<file path="src/rtl/ptw_pkg.sv">
package ptw_pkg;
  localparam int VA_W   = 32;
  localparam int PA_W   = 36;
  localparam int ENT_W  = 32;
  localparam int FC_W   = 10;

  localparam logic [1:0] ET_INV  = 2'd0;
  localparam logic [1:0] ET_PTR  = 2'd1;
  localparam logic [1:0] ET_LEAF = 2'd2;

  localparam int REF_BIT = 5;
  localparam int MOD_BIT = 6;

  localparam logic [2:0] FT_INVALID = 3'd1;
  localparam logic [2:0] FT_SHAPE   = 3'd4;

  typedef enum logic [2:0] {S_IDLE, S_READ, S_WBACK, S_CHECK, S_FIN} walk_st_t;

  function automatic logic [FC_W-1:0] fcode(logic [1:0] lvl, logic [2:0] ty);
    return {lvl, 3'b000, ty, 2'b00};
  endfunction
endpackage

</file>
<file path="src/rtl/ptw_addr_gen.sv">
module ptw_addr_gen
  import ptw_pkg::*;
#(
  parameter int CTX_W = 8
) (
  input  logic [31:0]      ctx_base,
  input  logic [CTX_W-1:0] ctx_num,
  input  logic [VA_W-1:0]  va,
  input  logic [29:0]      ent_hi,
  input  logic [1:0]       lvl,
  output logic [PA_W-1:0]  root_addr,
  output logic [PA_W-1:0]  next_addr,
  output logic [PA_W-1:0]  leaf_paddr
);
  logic [9:0]      idx;
  logic [PA_W-1:0] off;

  assign root_addr = {ctx_base, 4'b0000} + PA_W'({ctx_num, 2'b00});

  always_comb begin
    case (lvl)
      2'd0:    idx = {va[31:24], 2'b00};
      2'd1:    idx = {2'b00, va[23:18], 2'b00};
      default: idx = {2'b00, va[17:12], 2'b00};
    endcase
  end

  assign next_addr = {ent_hi, 6'b000000} + PA_W'(idx);

  always_comb begin
    case (lvl)
      2'd1:    off = PA_W'(va[23:0]);
      2'd2:    off = PA_W'(va[17:0]);
      default: off = PA_W'(va[11:0]);
    endcase
  end

  assign leaf_paddr = {ent_hi[29:6], 12'h000} + off;
endmodule

</file>
<file path="src/rtl/ptw_access_chk.sv">
module ptw_access_chk (
  input  logic [2:0] perm,
  input  logic [2:0] acc_idx,
  input  logic       modified,
  output logic [2:0] ftype,
  output logic       wr_ok
);
  logic [7:0] rd_u, wr_u, ex_u, rd_s, wr_s, ex_s, sup_only;

  for (genvar p = 0; p < 8; p++) begin : g_perm
    assign sup_only[p] = (p >= 6);
    assign rd_u[p] = (p <= 3) || (p == 5);
    assign wr_u[p] = (p == 1) || (p == 3);
    assign ex_u[p] = (p >= 2) && (p <= 4);
    assign rd_s[p] = (p != 4);
    assign wr_s[p] = (p % 2 == 1);
    assign ex_s[p] = (p >= 2) && (p != 5);
  end

  logic sup, fch, wrt, can_rd, can_wr, can_ex, ok;

  always_comb begin
    sup    = acc_idx[0];
    fch    = acc_idx[1];
    wrt    = acc_idx[2];
    can_rd = sup ? rd_s[perm] : rd_u[perm];
    can_wr = sup ? wr_s[perm] : wr_u[perm];
    can_ex = sup ? ex_s[perm] : ex_u[perm];
    ok     = (!wrt || can_wr) && (!fch || can_ex) && (wrt || fch || can_rd);
    if (!sup && sup_only[perm]) ftype = 3'd3;
    else if (!ok)               ftype = 3'd2;
    else                        ftype = 3'd0;
    wr_ok = modified && can_wr;
  end
endmodule

</file>
<file path="src/rtl/ptw_fault_regs.sv">
module ptw_fault_regs
  import ptw_pkg::*;
(
  input  logic            clk,
  input  logic            rst_n,
  input  logic            log_en,
  input  logic            clr,
  input  logic [2:0]      acc_idx,
  input  logic [FC_W-1:0] code,
  input  logic [VA_W-1:0] va,
  output logic [31:0]     fsr_q,
  output logic [31:0]     far_q
);
  logic [31:0] base;
  assign base = clr ? 32'd0 : fsr_q;

  always_ff @(posedge clk) begin
    if (!rst_n) begin
      fsr_q <= '0;
      far_q <= '0;
    end else if (log_en) begin
      fsr_q <= ((base != 32'd0) ? 32'd1 : 32'd0) | {22'd0, code}
             | {24'd0, acc_idx, 5'd0} | 32'd2;
      far_q <= va;
    end else if (clr) begin
      fsr_q <= '0;
    end
  end


  fsr_valid_chk: assert property (@(posedge clk) disable iff (!rst_n)
    log_en |=> fsr_q[1]);

  fsr_overflow_chk: assert property (@(posedge clk) disable iff (!rst_n)
    (log_en && !clr && fsr_q != 32'd0) |=> fsr_q[0]);

  far_hold_chk: assert property (@(posedge clk) disable iff (!rst_n)
    !log_en |=> $stable(far_q));
endmodule

</file>
<file path="src/rtl/ptw_walker.sv">
module ptw_walker
  import ptw_pkg::*;
#(
  parameter int CTX_W = 8
) (
  input  logic             clk,
  input  logic             rst_n,
  input  logic             xlate_en,
  input  logic [31:0]      ctx_base,
  input  logic [CTX_W-1:0] ctx_num,
  input  logic             req_valid,
  output logic             req_ready,
  input  logic [31:0]      req_vaddr,
  input  logic             req_write,
  input  logic             req_fetch,
  input  logic             req_super,
  output logic             busy,
  output logic             done,
  output logic [35:0]      res_paddr,
  output logic             res_rd,
  output logic             res_wr,
  output logic [9:0]       res_fault,
  output logic             mem_req,
  output logic             mem_we,
  output logic [35:0]      mem_addr,
  output logic [31:0]      mem_wdata,
  input  logic             mem_ack,
  input  logic [31:0]      mem_rdata,
  input  logic             fsr_clr,
  output logic [31:0]      fsr_q,
  output logic [31:0]      far_q
);
  walk_st_t        st;
  logic [1:0]      lvl_q;
  logic [PA_W-1:0] ptr_q;
  logic [ENT_W-1:0] ent_q;
  logic [VA_W-1:0] va_q;
  logic [2:0]      acc_q;

  logic [PA_W-1:0] root_addr, next_addr, leaf_paddr;
  logic [29:0]     ent_hi;
  logic [2:0]      ftype;
  logic            wr_ok;
  logic            need_wb;
  logic [ENT_W-1:0] upd_ent;

  assign ent_hi = (st == S_READ) ? mem_rdata[31:2] : ent_q[31:2];

  ptw_addr_gen #(.CTX_W(CTX_W)) u_addr (
    .ctx_base(ctx_base), .ctx_num(ctx_num), .va(va_q), .ent_hi(ent_hi),
    .lvl(lvl_q), .root_addr(root_addr), .next_addr(next_addr),
    .leaf_paddr(leaf_paddr)
  );

  ptw_access_chk u_acc (
    .perm(ent_q[4:2]), .acc_idx(acc_q), .modified(ent_q[MOD_BIT]),
    .ftype(ftype), .wr_ok(wr_ok)
  );

  always_comb begin
    need_wb = !mem_rdata[REF_BIT] || (acc_q[2] && !mem_rdata[MOD_BIT]);
    upd_ent = mem_rdata;
    upd_ent[REF_BIT] = 1'b1;
    if (acc_q[2]) upd_ent[MOD_BIT] = 1'b1;
  end

  assign req_ready = (st == S_IDLE);
  assign busy      = (st != S_IDLE);
  assign done      = (st == S_FIN);
  assign mem_req   = (st == S_READ) || (st == S_WBACK);
  assign mem_we    = (st == S_WBACK);
  assign mem_addr  = ptr_q;
  assign mem_wdata = ent_q;

  always_ff @(posedge clk) begin
    if (!rst_n) begin
      st        <= S_IDLE;
      lvl_q     <= '0;
      ptr_q     <= '0;
      ent_q     <= '0;
      va_q      <= '0;
      acc_q     <= '0;
      res_paddr <= '0;
      res_rd    <= 1'b0;
      res_wr    <= 1'b0;
      res_fault <= '0;
    end else begin
      case (st)
        S_IDLE: if (req_valid) begin
          va_q  <= req_vaddr;
          acc_q <= {req_write, req_fetch, req_super};
          if (xlate_en) begin
            ptr_q <= root_addr;
            lvl_q <= 2'd0;
            st    <= S_READ;
          end else begin
            res_paddr <= {4'b0000, req_vaddr};
            res_rd    <= 1'b1;
            res_wr    <= 1'b1;
            res_fault <= '0;
            st        <= S_FIN;
          end
        end
        S_READ: if (mem_ack) begin
          if (mem_rdata[1:0] == ET_PTR && lvl_q != 2'd3) begin
            ptr_q <= next_addr;
            lvl_q <= lvl_q + 2'd1;
          end else if (mem_rdata[1:0] == ET_LEAF && lvl_q != 2'd0) begin
            ent_q <= upd_ent;
            st    <= need_wb ? S_WBACK : S_CHECK;
          end else begin
            res_fault <= fcode(lvl_q, (mem_rdata[1:0] == ET_INV) ? FT_INVALID : FT_SHAPE);
            res_paddr <= '0;
            res_rd    <= 1'b0;
            res_wr    <= 1'b0;
            st        <= S_FIN;
          end
        end
        S_WBACK: if (mem_ack) st <= S_CHECK;
        S_CHECK: begin
          if (ftype != 3'd0) begin
            res_fault <= fcode(lvl_q, ftype);
            res_paddr <= '0;
            res_rd    <= 1'b0;
            res_wr    <= 1'b0;
          end else begin
            res_fault <= '0;
            res_paddr <= leaf_paddr;
            res_rd    <= 1'b1;
            res_wr    <= wr_ok;
          end
          st <= S_FIN;
        end
        default: st <= S_IDLE;
      endcase
    end
  end

  ptw_fault_regs u_fault (
    .clk(clk), .rst_n(rst_n), .log_en(done && (res_fault != '0)),
    .clr(fsr_clr), .acc_idx(acc_q), .code(res_fault), .va(va_q),
    .fsr_q(fsr_q), .far_q(far_q)
  );


  done_pulse_chk: assert property (@(posedge clk) disable iff (!rst_n)
    done |=> !done);

  mem_hold_chk: assert property (@(posedge clk) disable iff (!rst_n)
    (mem_req && !mem_ack) |=> (mem_req && $stable(mem_addr) && $stable(mem_we)));

  accept_busy_chk: assert property (@(posedge clk) disable iff (!rst_n)
    (req_valid && req_ready) |=> busy);

  fault_noperm_chk: assert property (@(posedge clk) disable iff (!rst_n)
    (done && res_fault != '0) |-> (!res_rd && !res_wr));

  wback_flags_chk: assert property (@(posedge clk) disable iff (!rst_n)
    (mem_req && mem_we) |-> mem_wdata[REF_BIT]);
endmodule

</file>
<file path="config.mk">
export PLATFORM = sky130hd
export DESIGN_NAME = ptw_walker
export DESIGN_NICKNAME = d
export VERILOG_FILES = /design/src/rtl/ptw_pkg.sv /design/src/rtl/ptw_addr_gen.sv /design/src/rtl/ptw_access_chk.sv /design/src/rtl/ptw_fault_regs.sv /design/src/rtl/ptw_walker.sv
export SDC_FILE = /design/constraint.sdc
export NUM_CORES = 1
export LEC_CHECK = 0
export CELL_PAD_IN_SITES_DETAIL_PLACEMENT = 0
export CELL_PAD_IN_SITES_GLOBAL_PLACEMENT = 1
export CORE_UTILIZATION = 38
export DETAILED_ROUTE_END_ITERATION = 16
export GPL_TIMING_DRIVEN = 0
export PLACE_DENSITY = 0.85
export SYNTH_ARGS = -nofsm -noshare
export SYNTH_HDL_FRONTEND = slang
export SYNTH_SLANG_ARGS = --single-unit
</file>
<file path="constraint.sdc">
create_clock -name clk -period 11.65 [get_ports clk]
set_input_delay 2.33 -clock clk [delete_from_list [all_inputs] [get_ports clk]]
set_output_delay 2.33 -clock clk [all_outputs]
set_load 0.02 [all_outputs]
</file>
==> After elaboration in Yosys (flattened, before gate mapping) <==
Memories as Yosys holds them, arrays and structs flattened. A register that Yosys moved wholly into a read port is not among the register bits.
Cells that the tools add are included.
{ "op_classes": {"mux": 75, "eq_ne": 17, "n_div": 0, "n_reduce_logical": 34, "n_shift": 0, "magnitude_cmp": 1, "n_mul": 0, "n_bitwise": 3, "addsub": 4} }
{ "op_table": {"columns": ["cell", "count"], "rows": [
  ["36-bit 2-to-1 mux", 10],
  ["36-bit one-hot mux with 3 select lines", 1],
  ["36-bit by 10-bit adder with 36-bit output", 2],
  ["36-bit one-hot mux with 2 select lines", 1],
  ["3-bit 2-to-1 mux", 22],
  ["32-bit 2-to-1 mux", 2],
  ["10-bit 2-to-1 mux", 6],
  ["24-bit one-hot mux with 2 select lines", 1],
  ["36-bit by 24-bit adder with 36-bit output", 1],
  ["32-bit by 10-bit bitwise OR with 32-bit output", 1],
  ["32-bit by 8-bit bitwise OR with 32-bit output", 1],
  ["32-bit nonzero test", 1],
  ["30-bit 2-to-1 mux", 1],
  ["10-bit one-hot mux with 3 select lines", 1],
  ["1-bit 2-to-1 mux", 20],
  ["10-bit one-hot mux with 2 select lines", 1],
  ["2-bit inequality test, second input constant", 7],
  ["3-bit one-hot mux with 4 select lines", 1],
  ["2-bit 2-to-1 mux", 5],
  ["10-bit nonzero test", 1],
  ["3-bit nonzero test", 3],
  ["1-bit logical AND", 8],
  ["4-bit AND reduction", 2],
  ["3-bit by 2-bit equality test with 1-bit output, second input constant", 2],
  ["other kinds (18)", 33]
]} }
{ "word_totals": {"inputBits": 113, "romBits": 56, "latchBits": 0, "n_memories": 7, "output_inout_bits": 185, "ramBits": 0, "ff_bits": 220, "word_cells": 153} }
{ "memory_table": {"columns": ["name", "words", "word_bits", "read_ports", "rd_clocked_by_memory_dff", "write_ports", "line", "text"], "rows": [
  ["(name not given)", 8, 1, 1, 1, 0, "ptw_access_chk.sv:26", "can_rd = sup ? rd_s[perm] : rd_u[perm];"],
  ["(name not given)", 8, 1, 1, 1, 0, "ptw_access_chk.sv:30", "if (!sup && sup_only[perm]) ftype = 3'd3;"],
  ["(name not given)", 8, 1, 1, 1, 0, "ptw_access_chk.sv:28", "can_ex = sup ? ex_s[perm] : ex_u[perm];"],
  ["(name not given)", 8, 1, 1, 1, 0, "ptw_access_chk.sv:26", null],
  ["(name not given)", 8, 1, 1, 1, 0, "ptw_access_chk.sv:28", null],
  ["(name not given)", 8, 1, 1, 1, 0, "ptw_access_chk.sv:27", "can_wr = sup ? wr_s[perm] : wr_u[perm];"],
  ["1 more memories", null, null, null, null, null, null, null]
]} }

==> Logic depth before layout (Yosys ltp) <==
{ "logic_depth": {"ltp_word": 11, "ltp_mapped": 17, "mapped_depth_nobuf": 13} }

==> Modules after synthesis <==
Synthesis repeated with hierarchy kept, for this count alone.
{ "hier_totals": {"cells_unflattened": 1375, "area_unflattened_um2": 11873.9} }
{ "by_module_without_submodules": {"columns": ["mod", "seq_area_each_um2", "cells_each", "area_per_inst_um2", "n_inst"], "rows": [
  ["ptw_walker", 3022.9, 797, 6915.4, 1],
  ["ptw_addr_gen", 0.0, 363, 2592.5, 1],
  ["ptw_fault_regs", 1281.2, 203, 2290.9, 1],
  ["ptw_access_chk", 0.0, 12, 75.1, 1]
]} }

==> Worst setup path before layout <==
OpenSTA, ideal clock, no wires.
{ "synth_timing": {"path_type": "in2reg", "startpoint": "input mem_rdata[2]", "endpoint": "register ptr_q[26] (netlist: mem_addr[26])", "setup_ps": 74, "t_arrival_ps": 4566, "cell_stages": 11, "path_slack_ps": 7010, "path_cell_list": "nand2_1 nand2_1 ha_1 inv_1 fa_1 nand2b_1 a21oi_1 nand4b_1 a21boi_0 mux2_2 a31oi_1"} }
{ "synth_via": {"elab_chain_len": 5} }
{ "synth_lines": {"columns": ["element", "line", "text"], "rows": [
  ["start, declared", "ptw_walker.sv:28", "input logic [31:0] mem_rdata,"],
  ["30-bit 2-to-1 mux", "ptw_walker.sv:47", "assign ent_hi = (st == S_READ) ? mem_rdata[31:2] : ent_q[31:2];"],
  ["36-bit by 10-bit adder with 36-bit output", "ptw_addr_gen.sv:28", "assign next_addr = {ent_hi, 6'b000000} + PA_W'(idx);"],
  ["36-bit 2-to-1 mux", "ptw_walker.sv:105", "if (mem_rdata[1:0] == ET_PTR && lvl_q != 2'd3) begin"],
  ["36-bit 2-to-1 mux", "ptw_walker.sv:104", "S_READ: if (mem_ack) begin"],
  ["36-bit one-hot mux with 2 select lines", "ptw_walker.sv:88", "case (st)"],
  ["end signal, assigned", "ptw_walker.sv:93", "ptr_q <= root_addr;"],
  ["end signal, assigned", "ptw_walker.sv:106", "ptr_q <= next_addr;"],
  ["end, declared", "ptw_walker.sv:35", "logic [PA_W-1:0] ptr_q;"]
]} }
No other way between the ends. The select of a mux whose other input is x is not followed.
A chain may end at the register's enable or synchronous reset.

==> Worst setup path in the final report <==
{ "layout_timing": {"startpoint": "register st[1]", "endpoint": "output mem_req"} }
{ "layout_via": {"elab_chain_len": 2, "elab_cells_between_ends": 3, "classes_between": "eq/ne (2); reduce/logical (1)"} }
{ "layout_lines": {"columns": ["element", "line", "text"], "rows": [
  ["start, declared", "ptw_walker.sv:33", "walk_st_t st;"],
  ["start signal, assigned", "ptw_walker.sv:110", "st <= need_wb ? S_WBACK : S_CHECK;"],
  ["3-bit by 1-bit equality test with 1-bit output / 3-bit by 2-bit equality test with 1-bit output (equally long branches)", "ptw_walker.sv:70", "assign mem_req = (st == S_READ) || (st == S_WBACK);"],
  ["1-bit logical OR *", "ptw_walker.sv:70", null],
  ["end, declared", "ptw_walker.sv:23", "output logic mem_req,"]
]} }
Mark *: on every way between the ends. The rest lies on a longest branch, timed or not.

==> summary.md <==
| Metric | Value |
|---|---|
| Status | `completed` |
| Worst setup EP type | `primary output` |
| CTS buffer count | `25` |
| DRC violation total after the first TritonRoute iteration | `~1100` |
| Worst-path maximum fanout | `10` |
| Placement Rows | `63` |
| H-tree depth | `1` |
| # Max-Cap Violations | `0` |
| Count of cell types in the netlist | `76` |
| Number of clock sinks seen by CTS | `220` |
| Yosys top cell by area | `sky130_fd_sc_hd__dfxtp_1` |
| Number of inserted filler cells in the final layout | `2875` |
| Critical Path RT | `around 9.3 ns` |
| Number of post-CTS setup repair buffers | `0` |
| Detailed-route vias per instance | `approximately 5.5` |
| Cell area after synthesis | `about 11000 um2` |
| HPWL Detailed | `between 30000 and 40000 um` |
| Mean area per synthesized cell | `about 7.7 um2` |
| Number of setup violations in the final report | `0` |
| Number of I/O pins | `298` |
| Initial cell density of the core | `about two fifths` |
| Count of final hold-check violations | `0` |
| CTS tree | `done` |
| Total routing resource utilization after global routing | `between 20% and 30%` |
| Share of cells above drive strength 1 | `approximately 4.2%` |
| Portion of the clock cycle consumed by the worst path in the final layout | `between 50 and 60%` |
| Placer Congestion | `0.942` |
| Area overhead of the layout relative to synthesis | `37.4%` |
| Overall die width | `around 180 um` |
| Maximum clock frequency | `161 MHz` |
| Total negative setup slack | `0 ns` |
| Data arrival at the endpoint of the critical path | `3.89 ns` |
| Post-route total power | `about 0.0021 W` |
| Setup skew after layout | `0.00964 ns` |
| Sequential element share of the synthesized area | `about two fifths` |
| Residual antenna-violating net count after detailed routing | `0` |
| Leading cell types by total area after synthesis | `sky130_fd_sc_hd__dfxtp_1, sky130_fd_sc_hd__nand2_1, sky130_fd_sc_hd__a21oi_1, sky130_fd_sc_hd__nor2_1, sky130_fd_sc_hd__ha_1` |
| Startpoint type of the worst setup path | `flop` |
| Post-CTS clock slew at the launch and capture registers of the worst setup and hold paths | `about 0.060 ns` |
| Cell at the slowest stage of the critical path | `sky130_fd_sc_hd__clkdlybuf4s50_1` |
| DR vias | `about 12000` |
| Global-route track usage on met1 | `between 40% and 50%` |
| Number of DRC violations after detailed routing | `0` |
| Bufs on Longest Clock Path | `3` |
| Initial antenna violation count | `1` |
| Type of the worst min-delay path | `reg2reg` |
| Root Buffer | `sky130_fd_sc_hd__clkbuf_16` |
| Relative slew slack | `around 30%` |
| Ys Warns | `0` |
| Clock period minus final worst setup slack | `~6.2 ns` |
| Util after Layout | `53.0%` |
| Total of buffers placed on input and output ports | `around 290` |
| Cell count of the worst reg-to-reg path | `15` |
| Number of global-route vias before repair | `11500` |
| Static leakage | `just under 6 nW` |
| Fraction of synthesized cell area taken by the top area cell type | `38.6%` |
| Number of flip-flops and latches in the synthesized netlist | `220` |
| Fin. max-slew vios | `0` |
| Number of buffers inserted by hold repair at cts | `0` |
| Worst vdd ir | `between 0.07 and 0.08 mV` |
| Peak-usage layer in the global routing report | `met2` |
| Instance count of the mapped netlist | `about 1500` |
| DIE AREA | `roughly 30000 um2` |
| Worst path max stage delay | `between 0.6 and 0.7 ns` |
| Pre-Repair DR Iteration Count | `6` |
| Placeable core region | `slightly below 30000 um2` |
| First-pass GRT wire length | `68700 um` |
| Nets | `1954` |
| List of cells traversed by the critical path | `or3b_2 -> buf_2 -> buf_1 -> buf_1 -> clkbuf_1 -> o21ai_0 -> clkdlybuf4s50_1` |
| Post-route cell area | `around 16000 um2` |
| Met3 Resource Use GR | `just under 5%` |
| Wire length after detailed routing | `approximately 46000 um` |
| Final global-route overflow total | `0` |
| Post-Place Worst Slack | `5.99 ns` |
| Die Height | `between 150 and 200 um` |
| Met2 Use GR | `between 40% and 50%` |
| PnR worst setup slack | `around 5.4 ns` |
| Area after DPL | `about 15000 um2` |
| Number of resized instances in the post-cts repair step | `0` |
| Number of cells on the worst hold path | `2` |
| Maximum number of pins on one net before global-route repair | `14` |
| Number of synthesized flops with an enable pin | `0` |
| Most frequent cell on the critical path | `sky130_fd_sc_hd__buf_1` |
| Insertion delay to the later sink of the worst-skew pair | `about 0.55 ns` |
| Dominant register cell in the synthesized netlist | `sky130_fd_sc_hd__dfxtp_1` |
| Worst Max-Slew Pin Slew | `1.05 ns` |
| Mean routed wirelength per cell | `20.9 um` |
| Critical Setup Path Class | `reg2out` |
| Fraction of synthesis flops using an asynchronous set or reset pin | `0%` |
| Unrepaired setup endpoints after global routing | `false` |
| Power density over the cells | `between 100 and 150 nW/um2` |
-- critical path: cells and delay by family, from the launching register on --
kind / cells / cell delay (ns)
buf+inv: 5 / 2.43
flops: 1 / 0.44
compound gates: 1 / 0.31
simple gates: 1 / 0.15
-- report_power, final --
part,internal [W],switching [W]
clock network,0.000516,0.000330
logic,0.000158,0.000243
registers,0.000789,0.0000297
total,0.00146,0.000603
-- state kept, by name, indices dropped and copies added (netlist names), named ones only --
signal	count
lvl_q	2
res_wr	1
mem_wdata	32
res_fault	5
mem_addr	34
st	3
va_q	32
acc_q	3
res_paddr	36
u_fault.far_q	32
u_fault.fsr_q	32
res_rd	1
-- per-stage QoR --
stage | cells | hold WS, ns
floorplan | 1497 | 0.441
global placement | 2175 | 0.444
detailed placement | 2175 | 0.449
CTS | 2218 | 0.456
global route | 2219 | 0.475
finish | 2219 | 0.455
-- cell type report --
type / count / area, um2 / share of cell area (%)
Antenna cell: 1 / 2.50 / 0.0160
Clock buffer: 35 / 713 / 4.55
Inverter: 36 / 135 / 0.862
Buffer: 102 / 425 / 2.71
Tap cell: 390 / 488 / 3.11
Sequential cell: 220 / 4400 / 28.1
Multi-Input combinational cell: 1139 / 6460 / 41.2
Timing Repair Buffer: 288 / 2880 / 18.4
Clock inverter: 8 / 160 / 1.02
-- cells in the final DEF (no fill, tap or decap), drive strengths merged, types with 21 or more instances in the layout --
cell type	count
o21ai	56
inv	37
nor2	110
clkdlybuf4s50	288
clkbuf	110
dfxtp	220
buf	27
nand3	50
and2	21
a221oi	27
a21oi	145
nand2	328
and3	36
ha	26
nor3	40
xnor2	33
-- cell usage after synthesis, types with 33 or more instances --
library cell	instances
sky130_fd_sc_hd__dfxtp_1	220
sky130_fd_sc_hd__nor3_1	39
sky130_fd_sc_hd__inv_1	36
sky130_fd_sc_hd__o21ai_0	55
sky130_fd_sc_hd__clkbuf_1	75
sky130_fd_sc_hd__nor2_1	110
sky130_fd_sc_hd__xnor2_1	33
sky130_fd_sc_hd__nand3_1	50
sky130_fd_sc_hd__a21oi_1	145
sky130_fd_sc_hd__and3_1	35
sky130_fd_sc_hd__nand2_1	328
-- metal layers --
layer | up-vias | part of all wire, %
met5 | - | 0
met4 | 0 | 3.4
met3 | 82 | 8.0
met2 | 544 | 43
met1 | 5813 | 46
li1 | 5868 | -
-- kinds of logic after synthesis --
group           after synthesis  share of synthesized area [%]
flops                       220                           38.6
buf+inv                     138                           4.91
mux                          28                           2.56
simple gates                678                           27.4
fa+ha+maj                    29                           3.38
xor+xnor                     48                           3.69
other cells                   1                         0.0329
compound gates              349                           19.4
-- path summary, 6_finish.rpt --
| path | startpoint | endpoint | slack, ns |
|---|---|---|---|
| min reg2reg | u_fault.far_q[8] | u_fault.far_q[8] | 0.45 |
| min | u_fault.far_q[8] | u_fault.far_q[8] | 0.45 |
| max | st[1] | mem_req | 5.43 |
| max reg2reg | st[0] | mem_addr[26] | 6.21 |
No activity file was read; power rests on OpenSTA's default activity.
